`config.mk`:
```
export PLATFORM = sky130hd
export DESIGN_NAME = cow_page_tracker
export DESIGN_NICKNAME = d
export VERILOG_FILES = /design/src/rtl/cow_pkg.sv /design/src/rtl/cow_slot_table.sv /design/src/rtl/cow_copy_ctl.sv /design/src/rtl/cow_lookup_reg.sv /design/src/rtl/cow_page_tracker.sv
export SDC_FILE = /design/constraint.sdc
export NUM_CORES = 1
export LEC_CHECK = 0
export ABC_AREA = 1
export BUFFER_PORTS_ARGS = -buffer_cell sky130_fd_sc_hd__buf_2
export CORE_AREA = 2 2 89 91
export DETAILED_ROUTE_END_ITERATION = 16
export DIE_AREA = 0 0 91 93
export PLACE_DENSITY_LB_ADDON = 0.15
export SLEW_MARGIN = 40
export SYNTH_ARGS = -nofsm -noshare
export SYNTH_HDL_FRONTEND = slang
export SYNTH_SLANG_ARGS = --single-unit
```
`constraint.sdc`:
```
create_clock -name clk -period 2.4 [get_ports clk]
set_input_delay 0.36 -clock clk [delete_from_list [all_inputs] [get_ports clk]]
set_output_delay 0.36 -clock clk [all_outputs]
set_load 0.005 [all_outputs]
```
`src/rtl/cow_pkg.sv`:
```
package cow_pkg;
  typedef enum logic [0:0] {
    CP_IDLE = 1'b0,
    CP_BUSY = 1'b1
  } cp_state_e;
endpackage

```
`src/rtl/cow_slot_table.sv`:
```
// Tag table of the copy-on-write slots: valid bits, frame tags,
// parallel compare for the write and lookup ports, free-slot search.
module cow_slot_table #(
  parameter int FRAME_W = 8,
  parameter int SLOTS   = 4,
  localparam int SLOT_W = (SLOTS > 1) ? $clog2(SLOTS) : 1
) (
  input  logic               clk,
  input  logic               rst,
  input  logic               snap_mode,
  input  logic [FRAME_W-1:0] snap_idx,
  input  logic [FRAME_W-1:0] wr_frame,
  input  logic [FRAME_W-1:0] lk_frame,
  input  logic               fill_en,
  input  logic [SLOT_W-1:0]  fill_slot,
  input  logic [FRAME_W-1:0] fill_frame,
  output logic [SLOTS-1:0]   wr_match,
  output logic [SLOTS-1:0]   lk_match,
  output logic               free_any,
  output logic [SLOT_W-1:0]  free_slot
);

  logic               valid_q [SLOTS];
  logic [FRAME_W-1:0] tag_q   [SLOTS];
  logic [SLOTS-1:0]   free_vec;

  for (genvar g = 0; g < SLOTS; g++) begin : g_slot
    logic fill_here;
    logic retire_here;

    assign fill_here   = fill_en && (fill_slot == SLOT_W'(g));
    assign retire_here = valid_q[g] && (tag_q[g] < snap_idx);

    // Exit from snapshot mode wins, then a fill, then retirement.
    always_ff @(posedge clk) begin
      if (rst || !snap_mode) begin
        valid_q[g] <= 1'b0;
      end else if (fill_here) begin
        valid_q[g] <= 1'b1;
      end else if (retire_here) begin
        valid_q[g] <= 1'b0;
      end
    end

    always_ff @(posedge clk) begin
      if (fill_here) begin
        tag_q[g] <= fill_frame;
      end
    end

    assign wr_match[g] = valid_q[g] && (tag_q[g] == wr_frame);
    assign lk_match[g] = valid_q[g] && (tag_q[g] == lk_frame);
    assign free_vec[g] = !valid_q[g];
  end

  // Lowest-numbered free slot.
  always_comb begin
    free_any  = 1'b0;
    free_slot = '0;
    for (int i = SLOTS - 1; i >= 0; i--) begin
      if (free_vec[i]) begin
        free_any  = 1'b1;
        free_slot = SLOT_W'(i);
      end
    end
  end

endmodule

```
`src/rtl/cow_copy_ctl.sv`:
```
// Copy handshake: reserves a slot, holds the request until done,
// and then commits the slot to the tag table.
module cow_copy_ctl
  import cow_pkg::*;
#(
  parameter int FRAME_W = 8,
  parameter int SLOTS   = 4,
  localparam int SLOT_W = (SLOTS > 1) ? $clog2(SLOTS) : 1
) (
  input  logic               clk,
  input  logic               rst,
  input  logic               snap_mode,
  input  logic               need_copy,
  input  logic [FRAME_W-1:0] wr_frame,
  input  logic               free_any,
  input  logic [SLOT_W-1:0]  free_slot,
  input  logic               cpy_done,
  output logic               cpy_req,
  output logic [FRAME_W-1:0] cpy_frame,
  output logic [SLOT_W-1:0]  cpy_slot,
  output logic               fill_en,
  output logic [SLOT_W-1:0]  fill_slot,
  output logic [FRAME_W-1:0] fill_frame
);

  cp_state_e          state_q;
  logic [FRAME_W-1:0] frame_q;
  logic [SLOT_W-1:0]  slot_q;
  logic               start;

  assign start = (state_q == CP_IDLE) && snap_mode && need_copy && free_any;

  always_ff @(posedge clk) begin
    if (rst) begin
      state_q <= CP_IDLE;
      frame_q <= '0;
      slot_q  <= '0;
    end else begin
      unique case (state_q)
        CP_IDLE: begin
          if (start) begin
            state_q <= CP_BUSY;
            frame_q <= wr_frame;
            slot_q  <= free_slot;
          end
        end
        CP_BUSY: begin
          if (!snap_mode || cpy_done) begin
            state_q <= CP_IDLE;
          end
        end
        default: state_q <= CP_IDLE;
      endcase
    end
  end

  assign cpy_req    = (state_q == CP_BUSY);
  assign cpy_frame  = frame_q;
  assign cpy_slot   = slot_q;
  assign fill_en    = (state_q == CP_BUSY) && snap_mode && cpy_done;
  assign fill_slot  = slot_q;
  assign fill_frame = frame_q;

endmodule

```
`src/rtl/cow_lookup_reg.sv`:
```
// Registered lookup answer for the snapshot sequencer.
module cow_lookup_reg #(
  parameter int SLOTS   = 4,
  localparam int SLOT_W = (SLOTS > 1) ? $clog2(SLOTS) : 1
) (
  input  logic              clk,
  input  logic              rst,
  input  logic [SLOTS-1:0]  lk_match,
  output logic              lk_hit,
  output logic [SLOT_W-1:0] lk_slot
);

  logic [SLOT_W-1:0] enc;

  always_comb begin
    enc = '0;
    for (int i = 0; i < SLOTS; i++) begin
      if (lk_match[i]) begin
        enc = SLOT_W'(i);
      end
    end
  end

  always_ff @(posedge clk) begin
    if (rst) begin
      lk_hit  <= 1'b0;
      lk_slot <= '0;
    end else begin
      lk_hit  <= |lk_match;
      lk_slot <= enc;
    end
  end

endmodule

```
`src/rtl/cow_page_tracker.sv`:
```
module cow_page_tracker #(
  parameter int FRAME_W = 8,
  parameter int SLOTS   = 4,
  localparam int SLOT_W = (SLOTS > 1) ? $clog2(SLOTS) : 1
) (
  input  logic               clk,
  input  logic               rst,
  input  logic               snap_mode,
  input  logic [FRAME_W-1:0] snap_idx,
  input  logic               wr_valid,
  input  logic [FRAME_W-1:0] wr_frame,
  output logic               wr_ready,
  output logic               cpy_req,
  output logic [FRAME_W-1:0] cpy_frame,
  output logic [SLOT_W-1:0]  cpy_slot,
  input  logic               cpy_done,
  input  logic [FRAME_W-1:0] lk_frame,
  output logic               lk_hit,
  output logic [SLOT_W-1:0]  lk_slot
);

  logic [SLOTS-1:0]   wr_match;
  logic [SLOTS-1:0]   lk_match;
  logic               free_any;
  logic [SLOT_W-1:0]  free_slot;
  logic               fill_en;
  logic [SLOT_W-1:0]  fill_slot;
  logic [FRAME_W-1:0] fill_frame;
  logic               uncaptured;
  logic               need_copy;

  assign uncaptured = wr_frame >= snap_idx;
  assign need_copy  = snap_mode && wr_valid && uncaptured && !(|wr_match);
  assign wr_ready   = !need_copy;

  cow_slot_table #(.FRAME_W(FRAME_W), .SLOTS(SLOTS)) u_table (
    .clk        (clk),
    .rst        (rst),
    .snap_mode  (snap_mode),
    .snap_idx   (snap_idx),
    .wr_frame   (wr_frame),
    .lk_frame   (lk_frame),
    .fill_en    (fill_en),
    .fill_slot  (fill_slot),
    .fill_frame (fill_frame),
    .wr_match   (wr_match),
    .lk_match   (lk_match),
    .free_any   (free_any),
    .free_slot  (free_slot)
  );

  cow_copy_ctl #(.FRAME_W(FRAME_W), .SLOTS(SLOTS)) u_copy (
    .clk        (clk),
    .rst        (rst),
    .snap_mode  (snap_mode),
    .need_copy  (need_copy),
    .wr_frame   (wr_frame),
    .free_any   (free_any),
    .free_slot  (free_slot),
    .cpy_done   (cpy_done),
    .cpy_req    (cpy_req),
    .cpy_frame  (cpy_frame),
    .cpy_slot   (cpy_slot),
    .fill_en    (fill_en),
    .fill_slot  (fill_slot),
    .fill_frame (fill_frame)
  );

  cow_lookup_reg #(.SLOTS(SLOTS)) u_lookup (
    .clk      (clk),
    .rst      (rst),
    .lk_match (lk_match),
    .lk_hit   (lk_hit),
    .lk_slot  (lk_slot)
  );

endmodule

```
==> metrics.md <==
| Metric | Value |
|---|---|
| Status | completed |
| Fin. Hold Viols | 0 |
| Worst Tran Pin Value | 607 ps |
| Input/output buffers | 43 |
| Mapped Avg Cell Area | 7.74 um^2 |
| Post-CTS Resized | 0 |
| Simple-Gate Fraction of Synth Area | 0.256 |
| Top FF cell, synth | edfxtp_1 |
| Leak | 0.00195 uW |
| Compound-Gate Fraction of Synth Area | 0.101 |
| Hold Slack | 295 ps |
| Biggest area consumer among synthesized cells | edfxtp_1 |
| Vias in the first global route | a little under 3,000 |
| Synth Net Count | 533 |
| Hold path depth | 2 |
| Psw | 442 uW |
| R2r setup slk | between 400 and 500 ps |
| Clk sink count | 50 |
| DRT Pass-1 Iters | 6 |
| DIE WIDTH | 91 um |
| Switch share | 0.248 |
| Fin nets | 584 |
| Overall Power | ~1800 uW |
| Async set-or-reset flop fraction in the synthesized netlist | 0 |
| Hold crit path type | in -> reg |
| Sequential power share | 0.530 |
| Clk_lat worst skew | 290 ps |
| DR WL/cell | between 15 and 20 um |
| Fin. max-slew vios | 0 |
| Netlist cell types | 34 |
| Mux contribution to synthesized area | 0 |
| Pwr per Cell Area | about 440 nW/um^2 |
| # IOs | 44 |
| Top post-synthesis cells by count | nand2_1 (110), inv_1 (69), nor2_1 (40), edfxtp_1 (36), ha_1 (36) |
| Via density | roughly 5.2 |
| Hold_sp | rst |
| Min Tclk post-route | about 2200 ps |
| Share of layout cells above drive strength 1 | 0.166 |
| Met2 track demand over resource | 0.362 |
| R2r worst-path depth | 8 |
| RSZ-0062 raised after global routing | false |
| GRT Overall Usage | 0.225 |
| Worst Path Arrival | 1820 ps |
| Peak Freq | about 460 MHz |
| 1st-iter DRT viols | 278 |
| DIE AREA | ~8500 um^2 |
| Mapped Area | around 3600 um^2 |
| CTS clk-pin slew, worst paths | roughly 80 ps |
| CTS Root Cell | clkbuf_8 |
| Total internal power | between 1000 and 1500 uW |
| Post-CTS setup repair buffer count | 0 |
| Peak VDD IR | ~0.41 mV |
| Combinational family with the most area after synthesis | simple AND/OR/NAND/NOR gates |
| Synth Area in Adders | 0.124 |
| Vias post-DR | between 3,000 and 4,000 |
| Initial antenna violation count | 0 |
| Starting Density | 0.481 |
| # rows | 32 |
| Synth Register Bits | 50 |
| Max-cap check violation count | 0 |
| Startpoint types | register |
| Seq/Total Area, Yosys | 0.376 |
| Routed Antenna Nets | 0 |
| RePlAce Congestion | 0.940 |
| XOR/XNOR Fraction of Synth Area | 0.0435 |
| Crit Path Max Fanout | 11 |
| Post-DP HPWL | 7.68 mm |
| Max incr delay on CP | between 500 and 600 ps |
| Clock skew | roughly 6.9 ps |
| EDFF count, synth | 36 |
| First-pass GRT wire length | 15.0 mm |
| Clock power frac | 0.310 |
| CP Cell Sequence | nand2_1 -> o21ai_1 -> nor2_1 -> nand3_1 -> nor2_1 -> nor2_2 -> buf_4 -> nand2_1 -> buf_2 |
| Largest buffer count on any clock path | 2 |
| R2R Path Start | u_table.tag_q[2][1] |
| Drt drc | 0 |
| Grt peak-use layer | met2 |
| Crit path buffers/inverters | 2 |
| Top-count cell post-synth | nand2_1 |
| CP Capture Type | primary output |
| Setup TNS | 0 ps |
| CP max stage cell | edfxtp_1 |
| Number of CTS-inserted buffers | 5 |
| Largest net degree at the start of global routing | 15 |
| Capturing point of the worst reg2reg path | u_table.valid_q[1][0] |
| Period utilisation layout | 0.907 |
| Worst Path Required | about 2000 ps |
| WS Path Type | reg -> out |
| Total wire length | ~9.4 mm |
| Ys Warns | 0 |
| Slew Limit Headroom | 0.592 |
| Syn Inst Count | roughly 470 |
| Hold Path Sink | u_lookup.lk_slot[1] |
| Synth top area share | 0.298 |
| Comb pwr share | 0.159 |
| Synth area leaders | edfxtp_1 (30%), ha_1 (12%), nand2_1 (11%) |
| Synth-to-layout area growth | 12.4% |
| Antenna diodes | 0 |
| H-tree levels | 2 |
| Hold buffers post-CTS | 0 |
| Die Y | 93 um |
| Met3 Track Usage GR | 0.0185 |
| TritonCTS clock tree | done |
| Core area | ~7500 um^2 |
| Final count of negative-setup-slack endpoints | 0 |
| Met1 GRT Util | 0.332 |
| Delay-heaviest family, CP | simple AND/OR/NAND/NOR gates |
| Total grt overflow | 0 |
state kept, by name, summed over array words and instances, names as in the netlist:
| name | cells |
|---|---|
| u_copy.cpy_req | 1 |
| u_lookup.lk_hit | 1 |
| u_table.valid_q | 4 |
| u_copy.cpy_frame | 8 |
| u_lookup.lk_slot | 2 |
| u_table.tag_q | 32 |
| u_copy.cpy_slot | 2 |
metal layers:
layer / vias to the layer above / routed length [um]
met3: 11 / 528
li1: 1638 / -
met4: 0 / 99
met2: 116 / 4220
met1: 1487 / 4550
met5: - / 0
kinds of logic after synthesis:
kind of cell,count (synthesis)
compound gates,64
xor+xnor,18
fa+ha+maj,36
buf+inv,89
flops,50
simple gates,211
worst max-delay path by stage:
stage / cells past startpoint / to / start / slack [ps]
floorplan: 11 / wr_ready / snap_idx[3] / 600
global placement: 14 / u_copy.cpy_frame[4] / snap_idx[3] / 220
detailed placement: 14 / u_copy.cpy_frame[2] / snap_idx[3] / 170
CTS: 9 / wr_ready / u_table.tag_q[2][6] / 250
global route: 13 / wr_ready / snap_idx[3] / 100
finish: 9 / wr_ready / u_table.tag_q[2][5] / 220
power by group through the flow:
| stage | combinational [uW] | clock [uW] | sequential (uW) |
|---|---|---|---|
| 2_1_floorplan | 189 | 0 | 962 |
| 3_5_place_dp | 283 | 0 | 967 |
| 3_3_place_gp | 277 | 0 | 966 |
| 6_report | 284 | 554 | 946 |
| 4_1_cts | 285 | 560 | 946 |
| 5_1_grt | 324 | 592 | 949 |
layout make-up:
type | count | area (um^2)
fill | 781 | 3460
multi-input combinational | 329 | 1900
sequential | 50 | 1360
inverter | 83 | 312
timing repair buffer | 50 | 268
tap | 102 | 128
clock buffer | 5 | 68.8
clock inverter | 2 | 33.8
cells in the final DEF, fill, tap and decap left out, drive strengths merged, types with 3 or more instances in the layout:
master / count
nand4: 13
nand2: 121
ha: 36
nor4: 3
clkinv: 3
xor2: 9
o211ai: 3
edfxtp: 36
nand3: 19
a21oi: 24
nor2: 44
inv: 81
xnor2: 9
clkbuf: 5
a21boi: 3
a211oi: 3
dfxtp: 14
o21ai: 18
buf: 50
o22ai: 8
nor3: 11
through the flow:
step | std cells | cell area (um^2) | utilization | worst slack (ps)
final | 621 | 4070 | 0.541 | 223
after global routing | 621 | 4070 | 0.541 | 104
after detailed placement | 614 | 3970 | 0.527 | 169
after global placement | 614 | 3970 | 0.527 | 222
after floorplan | 468 | 3620 | - | 599
after CTS | 621 | 4070 | 0.541 | 249
worst register-to-register path, stage by stage (launching register included):
cell and delay [ps]:
edfxtp_1 520, ha_1 330, o21ai_0 80, nand2_1 100, nand3_1 70, nand2_1 60, a31oi_1 90, o21ai_0 320
nand3_1 130
(Power assumes the default switching activity.)
